### config.mk
export PLATFORM = sky130hd
export DESIGN_NAME = afs_frame_gen
export DESIGN_NICKNAME = d
export VERILOG_FILES = /design/src/rtl/afs_pkg.sv /design/src/rtl/afs_bitclk.sv /design/src/rtl/afs_seq.sv /design/src/rtl/afs_hold.sv /design/src/rtl/afs_serial.sv /design/src/rtl/afs_frame_gen.sv
export SDC_FILE = /design/constraint.sdc
export NUM_CORES = 1
export LEC_CHECK = 0
export BUFFER_PORTS_ARGS = -buffer_cell sky130_fd_sc_hd__buf_2
export CAP_MARGIN = 30
export CORE_ASPECT_RATIO = 1.4
export CORE_MARGIN = 2
export CORE_UTILIZATION = 35
export CTS_CLUSTER_SIZE = 40
export DETAILED_ROUTE_END_ITERATION = 8
export PLACE_DENSITY = 0.57
export SLEW_MARGIN = 30
export SYNTH_ARGS = -nofsm -noshare
export SYNTH_HDL_FRONTEND = slang
export SYNTH_SLANG_ARGS = --single-unit
### constraint.sdc
create_clock -name clk -period 2.8 [get_ports clk]
set_input_delay 0 -clock clk [delete_from_list [all_inputs] [get_ports clk]]
set_output_delay 0 -clock clk [all_outputs]
set_load 0.005 [all_outputs]
### src/rtl/afs_pkg.sv
package afs_pkg;
  localparam int SMP_W = 16;
  localparam int NCW   = 2;

  // true when frame bit k lies inside a field that starts at pos
  function automatic logic in_field(input int unsigned k, input int unsigned pos);
    return (k >= pos) && (k < pos + SMP_W);
  endfunction

  // bit of word w carried by frame bit k, MSB first from pos
  function automatic logic field_bit(input logic [SMP_W-1:0] w,
                                     input int unsigned k, input int unsigned pos);
    logic [SMP_W-1:0] sh;
    sh = w << (k - pos);
    return sh[SMP_W-1];
  endfunction

  // word-select level for frame bit k
  function automatic logic ws_level(input int unsigned k, input int unsigned last,
                                    input logic pulse, input logic inv);
    logic raw;
    if (pulse) raw = (k == 0);
    else       raw = (k < ((last + 1) >> 1));
    return raw ^ inv;
  endfunction

  function automatic logic [SMP_W-1:0] flip_msb(input logic [SMP_W-1:0] w, input logic en);
    return w ^ {en, {(SMP_W-1){1'b0}}};
  endfunction
endpackage

### src/rtl/afs_bitclk.sv
module afs_bitclk (
  input  logic clk,
  input  logic rst,
  input  logic half_stb,
  input  logic launch_rise,
  output logic sck_o,
  output logic launch
);
  logic sck_q;

  // a launch edge is the toggle that lands on the selected level
  assign launch = half_stb && !rst && ((~sck_q) == launch_rise);
  assign sck_o  = sck_q;

  always_ff @(posedge clk) begin
    if (rst)           sck_q <= 1'b0;
    else if (half_stb) sck_q <= ~sck_q;
  end
endmodule

### src/rtl/afs_seq.sv
module afs_seq #(
  parameter int CNT_W = 6
) (
  input  logic             clk,
  input  logic             rst,
  input  logic             launch,
  input  logic [CNT_W-1:0] frame_last,
  output logic [CNT_W-1:0] bit_idx,
  output logic             started,
  output logic             frame_start
);
  logic [CNT_W-1:0] idx_q;
  logic             started_q;

  assign frame_start = launch && (!started_q || (idx_q == frame_last));
  assign bit_idx     = idx_q;
  assign started     = started_q;

  always_ff @(posedge clk) begin
    if (rst) begin
      idx_q     <= '0;
      started_q <= 1'b0;
    end else if (launch) begin
      started_q <= 1'b1;
      idx_q     <= frame_start ? '0 : idx_q + 1'b1;
    end
  end
endmodule

### src/rtl/afs_hold.sv
module afs_hold
  import afs_pkg::*;
(
  input  logic                      clk,
  input  logic                      rst,
  input  logic                      frame_start,
  input  logic                      tx_en,
  input  logic                      smp_valid,
  input  logic [SMP_W-1:0]          smp_left,
  input  logic [SMP_W-1:0]          smp_right,
  input  logic                      sign_flip,
  input  logic [NCW-1:0]            cw_en,
  input  logic [NCW-1:0][SMP_W-1:0] cw_word,
  output logic [SMP_W-1:0]          left_q,
  output logic [SMP_W-1:0]          right_q,
  output logic [NCW-1:0][SMP_W-1:0] cw_q,
  output logic [NCW-1:0]            cw_on,
  output logic                      smp_take,
  output logic                      underrun
);
  logic [SMP_W-1:0] left_nx, right_nx;

  assign smp_take = frame_start && tx_en && smp_valid;
  assign underrun = frame_start && tx_en && !smp_valid;
  assign left_nx  = flip_msb(smp_take ? smp_left  : '0, sign_flip);
  assign right_nx = flip_msb(smp_take ? smp_right : '0, sign_flip);

  always_ff @(posedge clk) begin
    if (rst) begin
      left_q  <= '0;
      right_q <= '0;
    end else if (frame_start) begin
      left_q  <= left_nx;
      right_q <= right_nx;
    end
  end

  for (genvar g = 0; g < NCW; g++) begin : g_cw
    always_ff @(posedge clk) begin
      if (rst) begin
        cw_q[g]  <= '0;
        cw_on[g] <= 1'b0;
      end else if (frame_start) begin
        cw_q[g]  <= cw_word[g];
        cw_on[g] <= cw_en[g] && tx_en;
      end
    end
  end
endmodule

### src/rtl/afs_serial.sv
module afs_serial
  import afs_pkg::*;
#(
  parameter int CNT_W = 6
) (
  input  logic [CNT_W-1:0]          bit_idx,
  input  logic                      started,
  input  logic [CNT_W-1:0]          frame_last,
  input  logic [CNT_W-1:0]          left_pos,
  input  logic [CNT_W-1:0]          right_pos,
  input  logic [NCW-1:0][CNT_W-1:0] cw_pos,
  input  logic [NCW-1:0]            cw_on,
  input  logic [SMP_W-1:0]          left_q,
  input  logic [SMP_W-1:0]          right_q,
  input  logic [NCW-1:0][SMP_W-1:0] cw_q,
  input  logic                      ws_pulse,
  input  logic                      ws_inv,
  output logic                      sd,
  output logic                      ws
);
  logic [31:0] k;
  logic [NCW:0] chain;
  logic sd_raw;

  assign k = 32'(bit_idx);
  assign chain[NCW] = 1'b0;

  // lower-numbered control word wins
  for (genvar g = 0; g < NCW; g++) begin : g_pick
    assign chain[g] = (cw_on[g] && in_field(k, 32'(cw_pos[g])))
                      ? field_bit(cw_q[g], k, 32'(cw_pos[g])) : chain[g+1];
  end

  always_comb begin
    if (in_field(k, 32'(left_pos)))       sd_raw = field_bit(left_q, k, 32'(left_pos));
    else if (in_field(k, 32'(right_pos))) sd_raw = field_bit(right_q, k, 32'(right_pos));
    else                                  sd_raw = chain[0];
  end

  assign sd = started && sd_raw;
  assign ws = started && ws_level(k, 32'(frame_last), ws_pulse, ws_inv);
endmodule

### src/rtl/afs_frame_gen.sv
module afs_frame_gen
  import afs_pkg::*;
#(
  parameter int FRAME_MAX = 64,
  localparam int CNT_W    = $clog2(FRAME_MAX)
) (
  input  logic             clk,
  input  logic             rst,
  input  logic             half_stb,
  input  logic [CNT_W-1:0] cfg_frame_last,
  input  logic [CNT_W-1:0] cfg_left_pos,
  input  logic [CNT_W-1:0] cfg_right_pos,
  input  logic [CNT_W-1:0] cfg_cw1_pos,
  input  logic [CNT_W-1:0] cfg_cw2_pos,
  input  logic             cfg_cw1_en,
  input  logic             cfg_cw2_en,
  input  logic             cfg_ws_inv,
  input  logic             cfg_ws_pulse,
  input  logic             cfg_launch_rise,
  input  logic             cfg_sign_flip,
  input  logic             tx_en,
  input  logic             smp_valid,
  input  logic [SMP_W-1:0] smp_left,
  input  logic [SMP_W-1:0] smp_right,
  output logic             smp_ready,
  input  logic [SMP_W-1:0] cw1_word,
  input  logic [SMP_W-1:0] cw2_word,
  output logic             underrun,
  output logic             sck_o,
  output logic             ws_o,
  output logic             sd_o
);
  // internal events, named for the checker
  logic                      launch_w;
  logic                      frame_start_w;
  logic                      started_w;
  logic [CNT_W-1:0]          bit_idx_w;
  logic [SMP_W-1:0]          left_w, right_w;
  logic [NCW-1:0][SMP_W-1:0] cw_w;
  logic [NCW-1:0]            cw_on_w;

  afs_bitclk u_bitclk (
    .clk(clk), .rst(rst), .half_stb(half_stb), .launch_rise(cfg_launch_rise),
    .sck_o(sck_o), .launch(launch_w)
  );

  afs_seq #(.CNT_W(CNT_W)) u_seq (
    .clk(clk), .rst(rst), .launch(launch_w), .frame_last(cfg_frame_last),
    .bit_idx(bit_idx_w), .started(started_w), .frame_start(frame_start_w)
  );

  afs_hold u_hold (
    .clk(clk), .rst(rst), .frame_start(frame_start_w), .tx_en(tx_en),
    .smp_valid(smp_valid), .smp_left(smp_left), .smp_right(smp_right),
    .sign_flip(cfg_sign_flip),
    .cw_en({cfg_cw2_en, cfg_cw1_en}), .cw_word({cw2_word, cw1_word}),
    .left_q(left_w), .right_q(right_w), .cw_q(cw_w), .cw_on(cw_on_w),
    .smp_take(smp_ready), .underrun(underrun)
  );

  afs_serial #(.CNT_W(CNT_W)) u_serial (
    .bit_idx(bit_idx_w), .started(started_w), .frame_last(cfg_frame_last),
    .left_pos(cfg_left_pos), .right_pos(cfg_right_pos),
    .cw_pos({cfg_cw2_pos, cfg_cw1_pos}), .cw_on(cw_on_w),
    .left_q(left_w), .right_q(right_w), .cw_q(cw_w),
    .ws_pulse(cfg_ws_pulse), .ws_inv(cfg_ws_inv),
    .sd(sd_o), .ws(ws_o)
  );
endmodule

# --- Word level (Yosys, flattened, before mapping) ---
# Index checks and enable logic that the tools add are counted.
word_totals:
  elab_cells: 67
  register_bits: 74
  input_bits: 105
  output_inout_bits: 5
classes:
  n_reduce_logical: 21
  order_cmp: 9
  n_eq_ne: 2
  n_mux: 8
  bitwise: 4
  addsub: 10
  n_shift: 4
ops:
  columns: ["op", "n"]
  rows:
  - ["6-bit by 32-bit < comparator with 1-bit output", 4]
  - ["16-bit by 32-bit << shifter with 16-bit output", 4]
  - ["32-bit logical NOT", 1]
  - ["16-bit two-way mux", 2]
  - ["16-bit XOR", 2]
  - ["6-bit by 31-bit < comparator with 1-bit output", 1]
  - ["6-bit by 5-bit adder with 7-bit output, second input constant", 4]
  - ["6-bit by 6-bit subtractor with 7-bit output", 4]
  - ["6-bit greater-or-equal comparator", 4]
  - ["1-bit logical AND", 16]
  - ["6-bit by 1-bit adder with 7-bit output, second input constant", 1]
  - ["6-bit by 1-bit adder with 6-bit output, second input constant", 1]
  - ["6-bit == test", 1]
  - ["6-bit two-way mux", 1]
  - ["1-bit two-way mux", 5]
  - ["1-bit logical NOT", 3]
  - ["1-bit == test", 1]
  - ["1-bit logical OR", 1]
  - ["1-bit inverter", 1]
  - ["1-bit XOR", 1]

# --- Depth between registers and ports, before layout ---
logic_depth:
  word_depth: 9
  depth_mapped: 11
  mapped_depth_nobuf: 11

# --- Modules after synthesis ---
# Synthesis repeated with hierarchy kept, for this count alone.
unflattened:
  hier_cells: 542
  area_unflattened_um2: 5023.6
by_module_without_submodules:
  columns: ["module", "n_inst", "area_per_inst_um2", "cells_per_inst", "seq_area_each_um2"]
  rows:
  - ["afs_hold", 1, 2527.4, 259, 1321.3]
  - ["afs_serial", 1, 2078.2, 236, 0.0]
  - ["afs_seq", 1, 364.1, 42, 140.1]
  - ["afs_bitclk", 1, 53.8, 5, 20.0]

# --- Worst setup path before layout ---
# Ideal clock, no wire load.
synth_path:
  path_kind: "register to output"
  from: "reg u_seq.idx_q[1] (netlist: u_seq.bit_idx[1])"
  to: "out sd_o"
  path_stages_with_launch: 10
  slack_ns: 0.504
  n_path_buf: 0
  arrival_time_ns: 2.296
  required_ns: 2.800
  path_cell_list: "dfxtp_1 -> inv_1 -> fa_1 -> nor2b_1 -> o21ai_1 -> nand3_1 -> or3b_2 -> nor4b_2 -> o21ai_1 -> a22oi_2"
synth_via:
  elab_chain_len: 8
  elab_cells_between_ends: 27
  cone_classes: "add/sub: 4; order compare: 8; shift: 4; mux: 4; reduce/logical: 7"
synth_rtl:
  columns: ["item", "line_no", "source"]
  rows:
  - ["from (decl)", "afs_seq.sv:12", "logic [CNT_W-1:0] idx_q;"]
  - ["from (signal assigned)", "afs_seq.sv:25", "idx_q <= frame_start ? '0 : idx_q + 1'b1;"]
  - ["parallel branches: the longest is 6 deep, another holds 6-bit by 6-bit subtractor with 7-bit output", null, null]
  - ["1-bit two-way mux *", "afs_serial.sv:35", "if (in_field(k, 32'(left_pos))) sd_raw = field_bit(left_q, k, 32'(left_pos));"]
  - ["1-bit logical AND *", "afs_serial.sv:40", "assign sd = started && sd_raw;"]
  - ["to (decl)", "afs_frame_gen.sv:31", "output logic sd_o"]
# Mark *: on every way between the ends.

# --- Worst setup path after layout ---
# Same ends and word-level chain as after synthesis.

==> results.yml <==
run_status:
  run_status: "finished clean"
die:
  start_util_pct: 35.4
  die_area_um2: 14300
  core-area_um2: 13200
  die_h_um: 141
  die_w_um: 102
  io_pins: 110
  num_rows: 50
setup_path:
  crit_buf_inv: 2
  r2r-start: "u_seq.bit_idx[2]"
  worstPathArrival_ns: 2.68
  slowest_delay_ns: 0.44
  cp-end-kind: "output port"
  startpoint_type: "flip-flop"
  crit_required_ns: 2.80
  cp_top_family: "compound AO/OA/AOI/OAI gates"
  path_cells: "inv_1, fa_2, nand2b_4, a21oi_2, o311ai_1, o311a_1, nor4_4, o21ai_2, a22oi_2, buf_2"
  slowest_stage: "fa_2"
  reg2reg_setup_slack_ns: 0.57
  worstReg2RegEnd: "u_hold.right_q[15]"
  reg2reg_depth: 8
  crit_fanout: 4
  crit_type: "reg -> out"
clock_tree:
  cts_sinks: 74
  path_clk_slew_ns: 0.06
  insertion_delay_ns: 0.34
  htreeDepth: 3
  cts_root_buffer: "clkbuf_16"
  cts_setup_buffers: 0
  cts_buffers: 9
  tritoncts: "yes"
  cts_max_path_buffers: 2
run:
  cap_violations: 0
final_layout:
  postLayoutCellArea_um2: 6560
  final_common_cell: "buf_2"
  final_cell_mix: "109 x buf_2, 71 x dfxtp_1, 64 x dlygate4sd3_1"
  fillCellCount: 1229
  nets: 809
  fin_util_pct: 49.7
  layout-drive-gt1-share_pct: 27.4
  num_antenna_cells: 0
  synthToLayoutAreaGrowth_pct: 40.3
route:
  num_vias: 4236
  ant_nets: 0
  wirelength_mm: 12.8
  via_per_inst: 5.02
  post_drt_wl_per_cell_um: 15.2
  drt_pass1_iterations: 4
  drc: 0
  drt_iter0_drc: 171
power:
  peakVddDrop_mv: 0.322
  pwr-share-comb_pct: 19.5
  p_sw_mw: 0.735
  leakage_nw: 3.14
  seq_power_share_pct: 38.8
  power_frac_clock_pct: 41.7
  switching_share_pct: 25.6
  power_density_nw_per_um2: 439
  p_int_mw: 2.14
synthesis:
  synth_area_per_cell_um2: 9.82
  ys_types: 56
  synth-edff-count: 0
  synth_area_um2: 4670
  yosys_warnings: 0
  synth_fp_nets: 629
  synthCells: 476
  ys_seq_area_share_pct: 31.7
  ys.flop_type: "dfxtp_1"
  ys_async_sr_fraction_pct: 0
  ys_ff_latch: 74
global_route:
  grt_max_degree: 43
  antenna_found_initial: 0
  overflow: 0
  first_global_vias: 4287
  grt_util_all_layers_pct: 18.0
  grt_first_pass_wirelength_mm: 20.1
timing:
  hold_viol_final: 0
  finalSetupViolCount: 0
  tightest_slew_ns: 0.437
  period_minus_slack_ns: 2.68
  slew_headroom_pct: 70.9
  finalClockSkew_ns: 0.00588
  post-route-period-util_pct: 95.6
  report.final.slew_viol_count: 0
  fmax_mhz: 373
placement:
  gp_congestion: 0.865
  numPortBuffers: 109
  postPlaceCellArea_um2: 5480
  place_hpwl_mm: 9.22
hold_path:
  min_to: "u_hold.cw_on[0]"
  hold_path_class: "in -> reg"
  hold_depth: 5
  hold_start: "cfg_cw1_en"
## cells by family after synthesis
family,share of synthesized area [%]
simple gates,11.8
flops,31.7
compound gates,14.8
xor+xnor,5.03
fa+ha+maj,13.5
mux,18.4
buf+inv,4.71
## registers in the layout, indices dropped and copies added, names as in the netlist
name	cells
u_bitclk.sck_o	1
u_hold.cw_on	2
u_hold.cw_q	32
u_hold.left_q	16
u_hold.right_q	16
u_seq.bit_idx	6
u_seq.started	1
## area by class of cell
| type | count | area (um2) | share of cell area [%] |
|---|---|---|---|
| inverter | 36 | 135 | 2.06 |
| clock inverter | 5 | 60.1 | 0.916 |
| tap | 182 | 228 | 3.47 |
| multi-input combinational | 349 | 3090 | 47.1 |
| clock buffer | 11 | 253 | 3.86 |
| timing repair buffer | 186 | 1300 | 19.9 |
| sequential | 74 | 1490 | 22.7 |
## cell usage after synthesis (all sizes together) (5+ instances only)
library cell / instances / share of area [%]
mux4: 16 / 8.1
dfxtp: 74 / 32
a21oi: 15 / 1.6
nor2: 59 / 4.7
buf: 11 / 1.3
ha: 44 / 12
nand3: 14 / 1.5
mux2i: 46 / 9.9
inv: 36 / 2.9
a22o: 30 / 5.6
o21a: 5 / 0.80
xor2: 13 / 2.6
o21ai: 15 / 1.6
clkbuf: 6 / 0.51
nor2b: 10 / 1.3
nand2: 14 / 1.1
xnor2: 13 / 2.4
nand2b: 6 / 0.80
## repair_timing
| item | in CTS | in global routing |
|---|---|---|
| cloned | 0 | 0 |
| pin swaps | 2 | 4 |
| endpoints found under the setup margin | 1 | 1 |
| resized for setup | 7 | 23 |
| hold buffers | 64 | 0 |
| endpoints found under the hold margin | 65 | 0 |
## through the flow
step                      hold slack [ns]  total power, mW  instances  setup WS (ns)  setup TNS (ns)
after global placement              0.219             1.59        763          0.342               0
after global routing               0.0601             3.01        843        -0.0226         -0.0226
after detailed placement            0.222             1.61        763          0.296               0
after floorplan                    0.0332             1.44        476          0.504               0
final                              0.0205             2.88        843          0.122               0
after CTS                         0.00864             2.89        843        0.00284               0
## power by group through the flow
stage	clock, mW	combinational [mW]	sequential (mW)
after floorplan	0	0.307	1.13
after global placement	0	0.454	1.14
after detailed placement	0	0.466	1.14
after CTS	1.22	0.545	1.12
after global routing	1.27	0.615	1.12
final	1.20	0.560	1.12
## worst max-delay path by stage
stage / slack [ns] / from / endpoint / depth (start not counted)
6_report: 0.12 / u_seq.bit_idx[1] / sd_o / 10
5_1_grt: -0.02 / u_seq.bit_idx[1] / sd_o / 10
4_1_cts: 0.003 / u_seq.bit_idx[0] / sd_o / 10
3_5_place_dp: 0.30 / u_seq.bit_idx[0] / sd_o / 10
3_3_place_gp: 0.34 / u_seq.bit_idx[0] / sd_o / 10
2_1_floorplan: 0.50 / u_seq.bit_idx[1] / sd_o / 9
## routing by layer
metal / global-route usage [%] / vias to the layer above / wire [um]
li1: - / 2091 / -
met1: 20.1 / 2003 / 5160
met2: 31.6 / 110 / 6680
met3: 4.21 / 32 / 573
met4: 8.61 / 0 / 434
met5: 0 / - / 0
## worst register-to-register path, stage by stage, from the launching register on
cell	delay [ns]
dfxtp_1	0.43
buf_4	0.23
xnor2_1	0.13
nand4_1	0.13
o31ai_2	0.39
and4_1	0.40
nand2_1	0.10
xor2_1	0.22
o21ai_1	0.08
No activity file was read; power rests on OpenSTA's default activity.
